==> src/rtl/reset_hub_pkg.sv <==
package reset_hub_pkg;
  typedef struct packed {
    logic mcd;
    logic vmon;
    logic pin;
  } cause_t;

  typedef enum logic {
    SEL_CTRL = 1'b0,
    SEL_SRC  = 1'b1
  } reg_sel_e;

  localparam int BIT_PIN  = 0;
  localparam int BIT_VMON = 1;
  localparam int BIT_MCD  = 2;
  localparam int BIT_EN   = 7;
  localparam int BIT_LIVE = 6;
endpackage

==> src/rtl/rh_sync.sv <==
module rh_sync #(
  parameter int W = 1,
  parameter logic [W-1:0] INIT = '0
) (
  input  logic         clk,
  input  logic         por,
  input  logic [W-1:0] d,
  output logic [W-1:0] q
);
  logic [W-1:0] meta;

  always_ff @(posedge clk) begin
    if (por) begin
      meta <= INIT;
      q    <= INIT;
    end else begin
      meta <= d;
      q    <= meta;
    end
  end
endmodule

==> src/rtl/rh_clk_watch.sv <==
module rh_clk_watch #(
  parameter int LIMIT = 16
) (
  input  logic clk,
  input  logic por,
  input  logic en,
  input  logic sclk,
  output logic fault_o
);
  localparam int CW = $clog2(LIMIT + 1);

  logic          prev;
  logic [CW-1:0] idle_cnt;

  always_ff @(posedge clk) begin
    if (por) begin
      prev     <= 1'b0;
      idle_cnt <= '0;
    end else begin
      prev <= sclk;
      if (!en || (sclk != prev))
        idle_cnt <= '0;
      else if (idle_cnt != CW'(LIMIT))
        idle_cnt <= idle_cnt + 1'b1;
    end
  end

  assign fault_o = en && (idle_cnt == CW'(LIMIT));
endmodule

==> src/rtl/rh_vmon_gate.sv <==
module rh_vmon_gate #(
  parameter int SETTLE = 8
) (
  input  logic clk,
  input  logic por,
  input  logic en,
  input  logic sel,
  input  logic above,
  output logic hit_o
);
  localparam int SW = $clog2(SETTLE + 1);

  logic          en_q;
  logic [SW-1:0] settle_cnt;
  logic          ready;

  always_ff @(posedge clk) begin
    if (por) begin
      en_q       <= 1'b0;
      settle_cnt <= '0;
    end else begin
      en_q <= en;
      if (!en || !en_q)
        settle_cnt <= '0;
      else if (settle_cnt != SW'(SETTLE))
        settle_cnt <= settle_cnt + 1'b1;
    end
  end

  assign ready = (settle_cnt == SW'(SETTLE));
  assign hit_o = en && sel && ready && !above;
endmodule

==> src/rtl/rh_sequencer.sv <==
module rh_sequencer
  import reset_hub_pkg::*;
#(
  parameter int HOLD = 4
) (
  input  logic   clk,
  input  logic   por,
  input  cause_t cause,
  output logic   rst_o,
  output cause_t flags_o
);
  localparam int HW = $clog2(HOLD + 1);

  logic [HW-1:0] hold_cnt;
  logic          any_req;
  logic          vmon_only;

  assign any_req   = |cause;
  assign vmon_only = cause.vmon && !cause.pin && !cause.mcd;

  always_ff @(posedge clk) begin
    if (por) begin
      rst_o    <= 1'b1;
      hold_cnt <= HW'(HOLD);
      flags_o  <= '0;
    end else if (any_req) begin
      rst_o    <= 1'b1;
      hold_cnt <= vmon_only ? '0 : HW'(HOLD);
      flags_o  <= rst_o ? (flags_o | cause) : cause;
    end else if (hold_cnt != '0) begin
      hold_cnt <= hold_cnt - 1'b1;
    end else begin
      rst_o <= 1'b0;
    end
  end
endmodule

==> src/rtl/reset_hub.sv <==
module reset_hub
  import reset_hub_pkg::*;
#(
  parameter int MCD_LIMIT  = 16,
  parameter int SETTLE_CYC = 8,
  parameter int HOLD_CYC   = 4
) (
  input  logic       clk_ref_i,
  input  logic       por_i,
  input  logic       sys_clk_i,
  input  logic       ext_rst_n_i,
  input  logic       vmon_above_i,
  input  logic       reg_sel_i,
  input  logic       reg_wr_i,
  input  logic [7:0] reg_wdata_i,
  output logic [7:0] reg_rdata_o,
  output logic       sys_rst_o,
  output logic       pin_drive_o
);
  logic [2:0] sync_q;
  logic       pin_n_s, sclk_s, above_s;
  logic       vmon_en, vmon_sel, mcd_en;
  logic       pin_hit, mcd_hit, vmon_hit;
  cause_t     cause, flags;
  logic       unused_wbits;

  rh_sync #(.W(3), .INIT(3'b101)) u_sync (
    .clk (clk_ref_i),
    .por (por_i),
    .d   ({ext_rst_n_i, sys_clk_i, vmon_above_i}),
    .q   (sync_q)
  );
  assign {pin_n_s, sclk_s, above_s} = sync_q;

  always_ff @(posedge clk_ref_i) begin
    if (por_i) begin
      vmon_en  <= 1'b0;
      vmon_sel <= 1'b0;
      mcd_en   <= 1'b0;
    end else if (reg_wr_i) begin
      if (reg_sel_e'(reg_sel_i) == SEL_CTRL) begin
        vmon_en <= reg_wdata_i[BIT_EN];
      end else begin
        vmon_sel <= reg_wdata_i[BIT_VMON];
        mcd_en   <= reg_wdata_i[BIT_MCD];
      end
    end
  end
  assign unused_wbits = ^{reg_wdata_i[5:3], reg_wdata_i[0]};

  rh_clk_watch #(.LIMIT(MCD_LIMIT)) u_watch (
    .clk     (clk_ref_i),
    .por     (por_i),
    .en      (mcd_en),
    .sclk    (sclk_s),
    .fault_o (mcd_hit)
  );

  rh_vmon_gate #(.SETTLE(SETTLE_CYC)) u_vgate (
    .clk   (clk_ref_i),
    .por   (por_i),
    .en    (vmon_en),
    .sel   (vmon_sel),
    .above (above_s),
    .hit_o (vmon_hit)
  );

  assign pin_hit = !pin_n_s;
  assign cause   = '{mcd: mcd_hit, vmon: vmon_hit, pin: pin_hit};

  rh_sequencer #(.HOLD(HOLD_CYC)) u_seq (
    .clk     (clk_ref_i),
    .por     (por_i),
    .cause   (cause),
    .rst_o   (sys_rst_o),
    .flags_o (flags)
  );

  always_ff @(posedge clk_ref_i) begin
    if (por_i) begin
      pin_drive_o <= 1'b0;
      reg_rdata_o <= '0;
    end else begin
      pin_drive_o <= vmon_hit;
      if (reg_sel_e'(reg_sel_i) == SEL_SRC)
        reg_rdata_o <= {5'b0, flags.mcd, flags.vmon, flags.pin};
      else
        reg_rdata_o <= {vmon_en, above_s, 6'b0};
    end
  end
endmodule

==> config.mk <==
export PLATFORM = sky130hd
export DESIGN_NAME = reset_hub
export DESIGN_NICKNAME = d
export VERILOG_FILES = /design/src/rtl/reset_hub_pkg.sv /design/src/rtl/rh_sync.sv /design/src/rtl/rh_clk_watch.sv /design/src/rtl/rh_vmon_gate.sv /design/src/rtl/rh_sequencer.sv /design/src/rtl/reset_hub.sv
export SDC_FILE = /design/constraint.sdc
export NUM_CORES = 1
export LEC_CHECK = 0
export ABC_AREA = 0
export CORE_ASPECT_RATIO = 1.25
export CORE_MARGIN = 4
export CORE_UTILIZATION = 50
export DETAILED_ROUTE_END_ITERATION = 16
export PLACE_DENSITY = 0.87
export SYNTH_ARGS = -nofsm -noshare
export SYNTH_HDL_FRONTEND = slang
export SYNTH_HIERARCHICAL = 1
export SYNTH_SLANG_ARGS = --single-unit
==> constraint.sdc <==
create_clock -name clk_ref_i -period 2.5 [get_ports clk_ref_i]
set_clock_uncertainty 0.2 [all_clocks]
set_input_delay 0.5 -clock clk_ref_i [delete_from_list [all_inputs] [get_ports clk_ref_i]]
set_output_delay 0.5 -clock clk_ref_i [all_outputs]
set_load 0.1 [all_outputs]
==> qor.tcl <==
set qor(number_of_buffers_inserted_during_clock_tree_synthesis) 5
set qor(area_delta_synth_final_pct) 19.1
set qor(totalPowerFinal_mw) 1.17
set qor(critPathArrivalTime_ns) 2.22
set qor(seq_area_frac_synth_pct) 49.9
set qor(crit_fanout) 5
set qor(detail-route-antenna-nets) 0
set qor(setup_repair_after_global_routing_missed_its_margin) {no}
set qor(synth_area_per_cell_sq_um) 10.4
set qor(post_route_cells_drive_above_1_share_pct) 16.0
set qor(maximum_cell_stage_delay_along_the_critical_path_ns) 0.42
set qor(layout.cells.non_filler) 183
set qor(grt_remaining_overflow) 0
set qor(maxCapViolations) 0
set qor(finalHoldViolCount) 0
set qor(synth-adder-area-share_pct) 5.67
set qor(end_kind) {flip-flop}
set qor(clock.fmax_mhz) 458
set qor(drv_slew) 0
set qor(cts.hold.buffers_added) 0
set qor(antenna-diode-count) 0
set qor(netlist_area_sq_um) 1330
set qor(reg2reg_slack_ns) 0.32
set qor(netlist_instances) 127
set qor(yosys_warnings) 6
set qor(yosys.area_share.xor_xnor_pct) 5.29
set qor(htree_levels) 2
set qor(count_of_standard_cell_rows) 20
set qor(run_status) {completed}
set qor(setup_viol) 0
set qor(core_outline_area_sq_um) 2480
set qor(vias_in_the_first_global_route) 944
set qor(critical_path_class) {reg -> reg}
set qor(finalWorstPathRequiredPeriod_ns) 2.18
set qor(globalplace.congestion) 0.684
set qor(die_x_um) 54.0
set qor(remaining_routing_drc_violations) 0
set qor(grt_start_max_net_pins) 21
set qor(clockRootBuffer) {clkbuf_4}
set qor(synthSimpleGateAreaFrac_pct) 24.8
set qor(floorplan.die_area_sq_um) 3540
set qor(most-common-layout-cells) {dfxtp_1, nor2_1, clkdlybuf4s50_1, buf_4, inv_1}
set qor(clock_sink_count) 33
set qor(antenna_found_initial) 0
set qor(power.leakage_nw) 0.634
set qor(grt_pass1_wl_um) 3840
set qor(number_of_top_level_design_ports) 25
set qor(critical_path.n_buffers_inverters) 1
set qor(final_min_period_over_clock_period_pct) 87.3
set qor(layout.nets) 170
set qor(dr.pass1.iters) 4
set qor(min_path_type) {reg -> reg}
set qor(place_hpwl_um) 1580
set qor(startpoint_type) {flip-flop}
set qor(powerDensity_nw_per_um2) 740
set qor(clock_latency_ns) 0.35
set qor(timing.final.ws_setup_ns) 0.317
set qor(irDropWorstVdd_v) 0.000557
set qor(main_combinational_cell_family_by_area_after_synthesis) {simple AND/OR/NAND/NOR gates}
set qor(max_root_sink_buffers) 2
set qor(worst-endpoint-required_ns) 2.54
set qor(postCtsSetupRepairBufs) 0
set qor(crit_family) {simple AND/OR/NAND/NOR gates}
set qor(post_synth_mux_area_share_pct) 1.51
set qor(number_of_placed_instances_taps_included) 175
set qor(detailroute.via_count) 901
set qor(layout.filler_cells) 184
set qor(cpMaxStageDelayCell) {or3_4}
set qor(place_worst_setup_slack_ns) 0.326
set qor(initial_utilization_pct) 53.5
set qor(viasPerCell) 4.92
set qor(post_cts_resize_count) 0
set qor(synthDistinctLibCells) 36
set qor(postRouteWirelength_um) 2160
set qor(wire_per_inst_um) 11.8
set qor(grt.total_usage_pct) 15.5
set qor(postSynthRegisterBits) 33
set qor(initialDrtViolationCount) 14
set qor(cts.reportedPaths.clkPinSlew_ns) 0.11
set qor(timing.setup.tns_ns) 0
set qor(clock_tree_from_tritoncts) {yes}
set qor(die_h_um) 65.6
set qor(layout.cells.most_common) {dfxtp_1}
set qor(path_cells) {inv_1 -> ha_1 -> and4bb_4 -> and2_2 -> or3_4 -> or3_1}
set qor(numPortBuffers) 16
set qor(synth_compound_gate_area_share_pct) 7.74
set qor(hold_ws_ns) 0.215
==> stage by stage <==
stage               area [sq um]  util (%)
floorplan                   1330         -
global placement            1490      60.3
detailed placement          1490      60.3
CTS                         1580      63.7
global route                1580      63.7
finish                      1580      63.7
==> per-layer routing <==
metal | share of wire, % | up-vias | global-route usage [%]
met2 | 46 | 25 | 24.1
met3 | 6.7 | 8 | 7.03
li1 | - | 457 | -
met1 | 44 | 411 | 16.2
met4 | 3.3 | 0 | 10.3
met5 | 0 | - | 0
==> final timing paths <==
kind / start / cells past startpoint / endpoint
max: u_watch/idle_cnt[0]$_SDFFE_PP0P_ / 6 / u_seq/hold_cnt[2]$_SDFFE_PP1P_
min: u_sync/meta[0]$_SDFF_PP1_ / 1 / u_sync/q[0]$_SDFF_PP1_
max reg2reg: u_watch/idle_cnt[0]$_SDFFE_PP0P_ / 6 / u_seq/hold_cnt[2]$_SDFFE_PP1P_
min reg2reg: u_sync/meta[0]$_SDFF_PP1_ / 1 / u_sync/q[0]$_SDFF_PP1_
==> where the power goes <==
part / total (mW) / switching, mW / internal, mW
logic: 0.191 / 0.114 / 0.0771
registers: 0.575 / 0.0180 / 0.557
clock network: 0.403 / 0.191 / 0.212
==> cells by family after synthesis <==
logic type                 Yosys count
AOI/OAI and AO/OA                   14
muxes                                2
DFF                                 33
adders and majority gates            6
buffers and inverters               12
and+or+nand+nor                     51
xor gates and xnor gates             8
other                                1
==> synth_stat cells <==
cell type	instances	area share, %
and4bb_4	1	1.2
nand2_1	3	0.85
buf_6	1	0.85
or2_1	4	1.9
and2_2	1	0.57
conb_1	1	0.28
a2111oi_2	1	1.1
o21bai_1	3	1.7
nor4b_1	1	0.66
nor2b_4	1	1.0
nand3b_4	1	1.5
or2b_1	1	0.57
buf_4	3	1.7
inv_1	7	2.0
a211o_2	1	0.76
nor2_1	10	2.8
nand4bb_1	1	0.85
nand3b_1	2	1.1
clkbuf_1	1	0.28
nand2b_1	2	0.94
o21ai_1	1	0.38
a21bo_1	2	1.5
ha_1	6	5.7
mux2i_1	2	1.5
nor3_1	4	1.5
nor3b_1	3	1.7
xor2_1	3	2.0
xnor2_1	5	3.3
and2_1	3	1.4
or3_1	1	0.47
a21oi_1	6	2.3
or3_4	1	0.85
nor2b_1	5	2.4
nand3_1	5	1.9
and2b_1	1	0.57
dfxtp_1	33	50
==> sequential cells by signal, summed over array words and instances (netlist names) <==
register            cells
reg_rdata_o             5
u_watch/idle_cnt        5
u_sync/meta             3
u_seq/hold_cnt          3
vmon_en                 1
u_vgate/en_q            1
u_watch/prev            1
pin_drive_o             1
u_vgate/settle_cnt      4
u_seq/rst_o             1
u_sync/q                3
vmon_sel                1
mcd_en                  1
u_seq/flags_o           3
==> layout make-up <==
class / instances / area [sq um] / share of cell area (%)
Timing Repair Buffer: 18 / 158 / 9.99
Clock inverter: 3 / 46.3 / 2.93
Clock buffer: 5 / 37.5 / 2.38
Sequential cell: 33 / 661 / 41.9
Inverter: 7 / 26.3 / 1.67
Tap cell: 33 / 41.3 / 2.62
Multi-Input combinational cell: 84 / 608 / 38.5
No activity file was read; power rests on OpenSTA's default activity.
